### src/rtl/hce_pkg.sv
package hce_pkg;
  localparam int CH_MAX = 256;
  localparam int BUS_W  = 32;
  localparam int IDX_W  = 8;
  localparam int CNT_W  = 4;

  // lowest set index of a padded pattern
  function automatic logic [IDX_W-1:0] first_set(input logic [CH_MAX-1:0] v);
    logic [IDX_W-1:0] r;
    r = '0;
    for (int i = CH_MAX - 1; i >= 0; i--) begin
      if (v[i]) r = IDX_W'(i);
    end
    return r;
  endfunction

  // population count saturated at 15
  function automatic logic [CNT_W-1:0] count_sat(input logic [CH_MAX-1:0] v);
    int n;
    n = 0;
    for (int i = 0; i < CH_MAX; i++) n += int'(v[i]);
    return (n > 15) ? CNT_W'(15) : CNT_W'(n);
  endfunction

  function automatic logic [BUS_W-1:0] word_of(input logic [CH_MAX-1:0] v, input int w);
    return v[w*BUS_W +: BUS_W];
  endfunction

  function automatic logic [BUS_W-1:0] enc_word(input logic valid,
                                                 input logic [IDX_W-1:0] addr,
                                                 input logic [CNT_W-1:0] cnt);
    logic [BUS_W-1:0] w;
    w = '0;
    w[7:0]  = addr;
    w[8]    = valid;
    w[12:9] = cnt;
    return w;
  endfunction
endpackage

### src/rtl/hce_mask_bank.sv
module hce_mask_bank
  import hce_pkg::*;
#(
  parameter int NCH  = 152,
  parameter int AW   = 5,
  parameter int BASE = 0
) (
  input  logic             clk,
  input  logic             rst_n,
  input  logic             wr,
  input  logic [AW-1:0]    waddr,
  input  logic [BUS_W-1:0] wdata,
  output logic [NCH-1:0]   mask
);
  localparam int NW = (NCH + BUS_W - 1) / BUS_W;

  function automatic logic [BUS_W-1:0] keep_bits(input int w);
    logic [BUS_W-1:0] k;
    for (int j = 0; j < BUS_W; j++) k[j] = (w * BUS_W + j) < NCH;
    return k;
  endfunction

  logic [BUS_W-1:0]    words [NW];
  logic [NW*BUS_W-1:0] flat;

  always_ff @(posedge clk) begin
    for (int w = 0; w < NW; w++) begin
      if (!rst_n)
        words[w] <= keep_bits(w);
      else if (wr && waddr == AW'(BASE + w))
        words[w] <= wdata & keep_bits(w);
    end
  end

  always_comb begin
    for (int w = 0; w < NW; w++) flat[w*BUS_W +: BUS_W] = words[w];
  end

  assign mask = flat[NCH-1:0];

  // the mask only moves on a host write
  p_mask_hold_r8: assert property (@(posedge clk) disable iff (!rst_n)
    !wr |=> $stable(mask));
endmodule

### src/rtl/hce_capture.sv
module hce_capture #(
  parameter int NCH = 152
) (
  input  logic           clk,
  input  logic           rst_n,
  input  logic           cap,
  input  logic [NCH-1:0] hit_r,
  input  logic [NCH-1:0] hit_l,
  input  logic [NCH-1:0] mask_r,
  input  logic [NCH-1:0] mask_l,
  output logic [NCH-1:0] pattern_q
);
  logic [NCH-1:0] side_r;
  logic [NCH-1:0] side_l;
  logic [NCH-1:0] coinc;

  assign side_r = hit_r & mask_r;
  assign side_l = hit_l & mask_l;
  assign coinc  = side_r & side_l;

  always_ff @(posedge clk) begin
    if (!rst_n)   pattern_q <= '0;
    else if (cap) pattern_q <= coinc;
  end

  // a channel disabled on either side never shows up
  p_mask_block_r3: assert property (@(posedge clk) disable iff (!rst_n)
    cap |=> (pattern_q & ~($past(mask_r) & $past(mask_l))) == '0);
  // no strobe, no change
  p_hold_r4: assert property (@(posedge clk) disable iff (!rst_n)
    !cap |=> $stable(pattern_q));
endmodule

### src/rtl/hce_encoder.sv
module hce_encoder
  import hce_pkg::*;
#(
  parameter int NCH = 152
) (
  input  logic             clk,
  input  logic             rst_n,
  input  logic             load,
  input  logic [NCH-1:0]   pattern,
  output logic             valid,
  output logic [IDX_W-1:0] addr,
  output logic [CNT_W-1:0] count
);
  logic [CH_MAX-1:0] padded;
  logic              any_set;

  assign padded  = CH_MAX'(pattern);
  assign any_set = |pattern;

  always_ff @(posedge clk) begin
    if (!rst_n) begin
      valid <= 1'b0;
      addr  <= '0;
      count <= '0;
    end else if (load) begin
      valid <= any_set;
      addr  <= first_set(padded);
      count <= count_sat(padded);
    end
  end

  // outputs hold between loads
  p_hold_r7: assert property (@(posedge clk) disable iff (!rst_n)
    !load |=> $stable({valid, addr, count}));
  // valid follows the loaded pattern being non-empty
  p_valid_r5: assert property (@(posedge clk) disable iff (!rst_n)
    load |=> valid == ($past(pattern) != '0));
  // count and valid agree
  p_count_r6: assert property (@(posedge clk) disable iff (!rst_n)
    valid == (count != '0));
endmodule

### src/rtl/hit_coinc_encoder.sv
module hit_coinc_encoder
  import hce_pkg::*;
#(
  parameter int NCH = 152,
  parameter int AW  = 5
) (
  input  logic             clk,
  input  logic             rst_n,
  input  logic [NCH-1:0]   hit_right,
  input  logic [NCH-1:0]   hit_left,
  input  logic             cap_strobe,
  input  logic             bus_wr,
  input  logic             bus_rd,
  input  logic [AW-1:0]    bus_addr,
  input  logic [BUS_W-1:0] bus_wdata,
  output logic [BUS_W-1:0] bus_rdata,
  output logic             trig_valid,
  output logic [IDX_W-1:0] trig_addr,
  output logic [CNT_W-1:0] trig_count
);
  localparam int NW     = (NCH + BUS_W - 1) / BUS_W;
  localparam int IDX_AW = AW - 2;
  localparam int NSIDE  = 2;

  logic [NCH-1:0]   mask_q [NSIDE];
  logic [NCH-1:0]   pattern_q;
  logic             enc_load;
  logic [1:0]       region;
  logic [IDX_AW-1:0] widx;
  logic             snap_take;
  logic [NCH-1:0]   shadow_pat;
  logic [BUS_W-1:0] shadow_enc;
  logic [BUS_W-1:0] live_enc;

  // one mask bank per side, left bank sits one region above the right
  for (genvar s = 0; s < NSIDE; s++) begin : g_side
    hce_mask_bank #(.NCH(NCH), .AW(AW), .BASE(s << IDX_AW)) u_mask (
      .clk   (clk),
      .rst_n (rst_n),
      .wr    (bus_wr),
      .waddr (bus_addr),
      .wdata (bus_wdata),
      .mask  (mask_q[s])
    );
  end

  hce_capture #(.NCH(NCH)) u_capture (
    .clk       (clk),
    .rst_n     (rst_n),
    .cap       (cap_strobe),
    .hit_r     (hit_right),
    .hit_l     (hit_left),
    .mask_r    (mask_q[0]),
    .mask_l    (mask_q[1]),
    .pattern_q (pattern_q)
  );

  always_ff @(posedge clk) begin
    if (!rst_n) enc_load <= 1'b0;
    else        enc_load <= cap_strobe;
  end

  hce_encoder #(.NCH(NCH)) u_encoder (
    .clk     (clk),
    .rst_n   (rst_n),
    .load    (enc_load),
    .pattern (pattern_q),
    .valid   (trig_valid),
    .addr    (trig_addr),
    .count   (trig_count)
  );

  assign region    = bus_addr[AW-1:AW-2];
  assign widx      = bus_addr[IDX_AW-1:0];
  assign snap_take = bus_rd && region == 2'd2 && widx == '0;
  assign live_enc  = enc_word(trig_valid, trig_addr, trig_count);

  always_ff @(posedge clk) begin
    if (!rst_n) begin
      shadow_pat <= '0;
      shadow_enc <= '0;
    end else if (snap_take) begin
      shadow_pat <= pattern_q;
      shadow_enc <= live_enc;
    end
  end

  always_ff @(posedge clk) begin
    if (!rst_n || !bus_rd) begin
      bus_rdata <= '0;
    end else begin
      bus_rdata <= '0;
      case (region)
        2'd0: if (int'(widx) < NW) bus_rdata <= word_of(CH_MAX'(mask_q[0]), int'(widx));
        2'd1: if (int'(widx) < NW) bus_rdata <= word_of(CH_MAX'(mask_q[1]), int'(widx));
        2'd2: begin
          if (widx == '0)          bus_rdata <= word_of(CH_MAX'(pattern_q), 0);
          else if (int'(widx) < NW) bus_rdata <= word_of(CH_MAX'(shadow_pat), int'(widx));
        end
        default: if (widx == '0) bus_rdata <= shadow_enc;
      endcase
    end
  end

  // the snapshot only moves on a read of the first pattern word
  p_shadow_hold_r9: assert property (@(posedge clk) disable iff (!rst_n)
    !snap_take |=> $stable(shadow_pat) && $stable(shadow_enc));
  // idle bus returns zero
  p_idle_zero_r11: assert property (@(posedge clk) disable iff (!rst_n)
    !bus_rd |=> bus_rdata == '0);
endmodule

### config.mk
export PLATFORM = sky130hd
export DESIGN_NAME = hit_coinc_encoder
export DESIGN_NICKNAME = d
export VERILOG_FILES = /design/src/rtl/hce_pkg.sv /design/src/rtl/hce_mask_bank.sv /design/src/rtl/hce_capture.sv /design/src/rtl/hce_encoder.sv /design/src/rtl/hit_coinc_encoder.sv
export SDC_FILE = /design/constraint.sdc
export NUM_CORES = 2
export LEC_CHECK = 0
export ABC_AREA = 0
export BUFFER_PORTS_ARGS = -buffer_cell sky130_fd_sc_hd__clkbuf_2
export CAP_MARGIN = 30
export CORE_MARGIN = 3
export CORE_UTILIZATION = 50
export CTS_BUF_LIST = sky130_fd_sc_hd__clkbuf_16
export DETAILED_ROUTE_END_ITERATION = 8
export PLACE_DENSITY = 0.8
export RECOVER_POWER = 25
export REMOVE_ABC_BUFFERS = 1
export SLEW_MARGIN = 20
export SYNTH_ARGS = -nofsm -noshare
export SYNTH_HDL_FRONTEND = slang
export SYNTH_HIERARCHICAL = 1
export SYNTH_SLANG_ARGS = --single-unit
### constraint.sdc
create_clock -name clk -period 10.6 [get_ports clk]
set_input_delay 0.53 -clock clk [delete_from_list [all_inputs] [get_ports clk]]
set_output_delay 0.53 -clock clk [all_outputs]
set_load 0.1 [all_outputs]
==> key figures <==
Critical path
  • Endpoint kind of the worst setup timing path: flip-flop
  • Maximum fanout encountered on the critical timing path: 85
  • Buffer and inverter count on the worst path: 3
  • WP depth: 5
  • Reg-to-reg setup timing slack: 3.01 ns
  • Worst-case reg-to-reg path depth: 21
  • Dominant cell type by count on the critical path: sky130_fd_sc_hd__clkbuf_1
  • CP Data Arrival Time: 8.61 ns
  • List of cells traversed by the critical path: clkbuf_1 > nand2_1 > clkbuf_1 > clkbuf_1 > o21ai_0
  • Terminus of the critical flop-to-flop path: u_encoder/count[3]$_SDFFE_PN0P_
  • Kind of cell adding the most delay to the critical path: buffers and inverters
  • Slowest cell on the critical path: sky130_fd_sc_hd__nand2_1
  • Data required time at the worst endpoint: 10.94 ns
  • Reg2Reg Launch Point: u_capture/pattern_q[51]$_SDFFE_PN0P_
  • CP Class: input pin to flip-flop
  • Category of the worst setup path launch point: input pin
  • Maximum cell stage delay along the critical path: 3.07 ns

Synth
  • Part of the Yosys area used for sequential elements: 45.92%
  • Cell count after synthesis: 3257
  • Warnings from Yosys: 6
  • Summed instance area of the synthesized netlist: 34310 um2
  • Number of flops mapped to enable cells by yosys: 304
  • Share of flip-flops with an asynchronous set or reset: 0%
  • Synthesized area per cell: 10.53 um2
  • Library cells used by synthesis: 91
  • Number of flip-flops and latches in the synthesized netlist: 635
  • Post-synth top flop: sky130_fd_sc_hd__dfxtp_1

Route
  • Antenna-violating nets left: 0
  • Post-DR vias/cell: 6.919
  • Total wirelength of the detailed-routed design: 147700 um
  • Number of DRC violations after detailed-routing iteration 0: 5375
  • Routed wirelength normalized by instance count: 32.86 um
  • # DRC: 0
  • Vias: 31090
  • DR pass1 iterations: 7

STA
  • Hold violation count in the final report: 0
  • Total negative slack: 0 ns
  • Final Slew Violations: 383
  • Worst slew margin relative to its limit: -143.7%
  • Tmin final: 8.270 ns
  • Tcrit/Tclk final: 78.02%
  • Unrepaired setup endpoints after global routing: false
  • Highest clock frequency the design can meet: 120.9 MHz
  • Transition time at the pin with the least slew margin: 3.656 ns
  • Final-layout worst hold slack: 0.1663 ns
  • Final Skew: 0.02254 ns
  • Final setup vio count: 0

Clock tree
  • Clock tree root buffer cell: sky130_fd_sc_hd__clkbuf_16
  • Sink Count: 635
  • Clock tree from TritonCTS: yes
  • Deepest level of the CTS H-tree: 3
  • Hold-fix buffer count after cts: 0
  • Buffers from clock root to sink, at most: 3
  • Clock insertion delay at the later pin of the skew report: 0.64 ns
  • Number of setup buffers added after CTS: 0
  • Clock transition at path regs: 0.06 ns
  • Total clock buffers created by CTS: 68
  • Post-CTS sizing: 0

Floorplanning
  • Initial core utilization: 50.82%
  • Number of ports placed on the die boundary: 391
  • DIE WIDTH: 268.0 um
  • Area of the core: 67510 um2
  • Die Y-Extent: 268.0 um
  • Die area: 71800 um2
  • Number of cell rows: 95

Worst hold path
  • Hold EP: u_capture/pattern_q[42]$_SDFFE_PN0P_
  • Cell depth of the worst min-delay path: 3
  • Min-delay worst type: input pin to flip-flop
  • Launch point of the worst hold path: hit_left[42]

Power and ir drop
  • Cell Pwr Density: 157.8 nW/um2
  • VDD IR max: 0.1034 mV
  • Total power: 0.006111 W
  • Leakage power summed over all cells: 14.03 nW

Finish
  • Syn-to-layout area delta: 12.84%
  • Total non-filler cell area in the finished layout: 38710 um2
  • Share of the core filled with cells: 57.34%
  • Filler cells: 5752
  • Fraction of layout instances using a drive strength above 1: 18.83%
  • Final net count: 4070

Placed design
  • Input/output buffers: 390
  • Routability cong.: 1.150
  • Half-perimeter wire length after placement: 104900 um
  • Post-Place Cell Area: 36720 um2

Status
  • Violations in the final reports: capacitance limit, slew limit
  • Outcome: finished, violations left

GRT
  • Global-route wire length before repair: 205100 um
  • GR Util All Layers: 40.20%
  • Via count of the first global-routing pass: 29360
  • Largest net degree at the start of global routing: 89
  • Initial antenna violation count: 8
  • Total gr overflow: 0

Run
  • Max-cap check violation count: 6
## cell type report
type | count | area, um2 | share of cell area (%)
Sequential cell | 635 | 15760 | 40.70
Tap cell | 873 | 1092 | 2.822
Multi-Input combinational cell | 2172 | 16340 | 42.21
Clock buffer | 68 | 1702 | 4.395
Antenna cell | 4 | 10.01 | 0.02586
Timing Repair Buffer | 464 | 2489 | 6.428
Inverter | 219 | 822.0 | 2.123
Clock inverter | 58 | 501.7 | 1.296
## through the flow
stage	instances	setup WS (ns)
2_1_floorplan	3026	3.501
5_1_grt	4490	2.242
4_1_cts	4488	3.095
6_report	4493	2.330
3_3_place_gp	4357	3.175
3_5_place_dp	4362	3.091
## cells by family (layout without fill, tap and decap cells)
family | after synthesis | count (layout) | synth area share [%]
other | 0 | 4 | 0
AND/OR/NAND/NOR | 1277 | 1277 | 20.09
adder cells (fa/ha/maj) | 164 | 164 | 9.022
AO/OA/AOI/OAI | 592 | 592 | 12.14
buffers and inverters | 450 | 809 | 6.353
multiplexers | 138 | 138 | 6.444
flip-flops | 635 | 635 | 45.92
XOR/XNOR | 1 | 1 | 0.02553
## layout by cell type, fill, tap and decap left out, types with 51 or more instances in the layout
cell,instances
sky130_fd_sc_hd__nand2_1,316
sky130_fd_sc_hd__buf_4,66
sky130_fd_sc_hd__clkbuf_16,68
sky130_fd_sc_hd__mux4_2,64
sky130_fd_sc_hd__a21boi_1,118
sky130_fd_sc_hd__fa_1,139
sky130_fd_sc_hd__clkbuf_2,341
sky130_fd_sc_hd__nand3_1,318
sky130_fd_sc_hd__mux2i_1,51
sky130_fd_sc_hd__o21ai_0,153
sky130_fd_sc_hd__edfxtp_1,304
sky130_fd_sc_hd__nand3b_1,152
sky130_fd_sc_hd__inv_1,234
sky130_fd_sc_hd__a21oi_1,64
sky130_fd_sc_hd__dfxtp_1,331
sky130_fd_sc_hd__nand4_1,163
sky130_fd_sc_hd__nor2_1,87
## worst max path at each step
stage                                     startpoint                                     to  slack, ns
2_1_floorplan  u_capture/pattern_q[131]$_SDFFE_PN0P_        u_encoder/count[2]$_SDFFE_PN0P_       3.50
3_3_place_gp    u_capture/pattern_q[51]$_SDFFE_PN0P_        u_encoder/count[2]$_SDFFE_PN0P_       3.17
3_5_place_dp    u_capture/pattern_q[51]$_SDFFE_PN0P_        u_encoder/count[3]$_SDFFE_PN0P_       3.09
4_1_cts         u_capture/pattern_q[51]$_SDFFE_PN0P_        u_encoder/count[3]$_SDFFE_PN0P_       3.10
5_1_grt                                        rst_n  u_capture/pattern_q[121]$_SDFFE_PN0P_       2.24
6_report                                       rst_n  u_capture/pattern_q[121]$_SDFFE_PN0P_       2.33
## worst min-delay path, cell delays in order
cell                       delay, ns
sky130_fd_sc_hd__clkbuf_2       0.08
sky130_fd_sc_hd__nand4_1        0.07
sky130_fd_sc_hd__o21ai_0        0.07
## Yosys cell counts, types with 64 or more instances
| master | instances | share of area (%) |
|---|---|---|
| sky130_fd_sc_hd__edfxtp_1 | 304 | 27 |
| sky130_fd_sc_hd__mux4_2 | 64 | 4.2 |
| sky130_fd_sc_hd__inv_1 | 216 | 2.4 |
| sky130_fd_sc_hd__buf_2 | 91 | 1.3 |
| sky130_fd_sc_hd__nand4_1 | 163 | 3.0 |
| sky130_fd_sc_hd__o21ai_0 | 113 | 1.6 |
| sky130_fd_sc_hd__clkbuf_1 | 81 | 0.89 |
| sky130_fd_sc_hd__nand2_1 | 315 | 3.4 |
| sky130_fd_sc_hd__nand3b_1 | 152 | 3.3 |
| sky130_fd_sc_hd__a21boi_1 | 118 | 2.6 |
| sky130_fd_sc_hd__o21ai_2 | 68 | 1.7 |
| sky130_fd_sc_hd__fa_1 | 139 | 8.1 |
| sky130_fd_sc_hd__dfxtp_1 | 331 | 19 |
| sky130_fd_sc_hd__nor2_1 | 88 | 0.96 |
| sky130_fd_sc_hd__a21oi_1 | 64 | 0.93 |
| sky130_fd_sc_hd__nand3_1 | 319 | 4.7 |
## registers in the layout, indices dropped and copies added (netlist names)
signal               cells
shadow_pat             120
u_encoder/valid          1
bus_rdata               32
u_encoder/count          4
enc_load                 1
u_encoder/addr           8
u_capture/pattern_q    152
shadow_enc              13
g_side.u_mask/words    304
## where the power goes
group | internal (W) | switching, W
logic | 0.000326 | 0.000652
registers | 0.00265 | 0.0000725
clock network | 0.00135 | 0.00105
## routing by layer
metal / GRT usage [%] / vias up / routed length, um
met5: 0 / - / 29
met4: 23.86 / 4 / 10530
met3: 11.09 / 640 / 21100
met2: 60.78 / 2985 / 64320
met1: 51.96 / 14970 / 51670
li1: - / 12490 / -
Power figures use the tool's default switching activity.
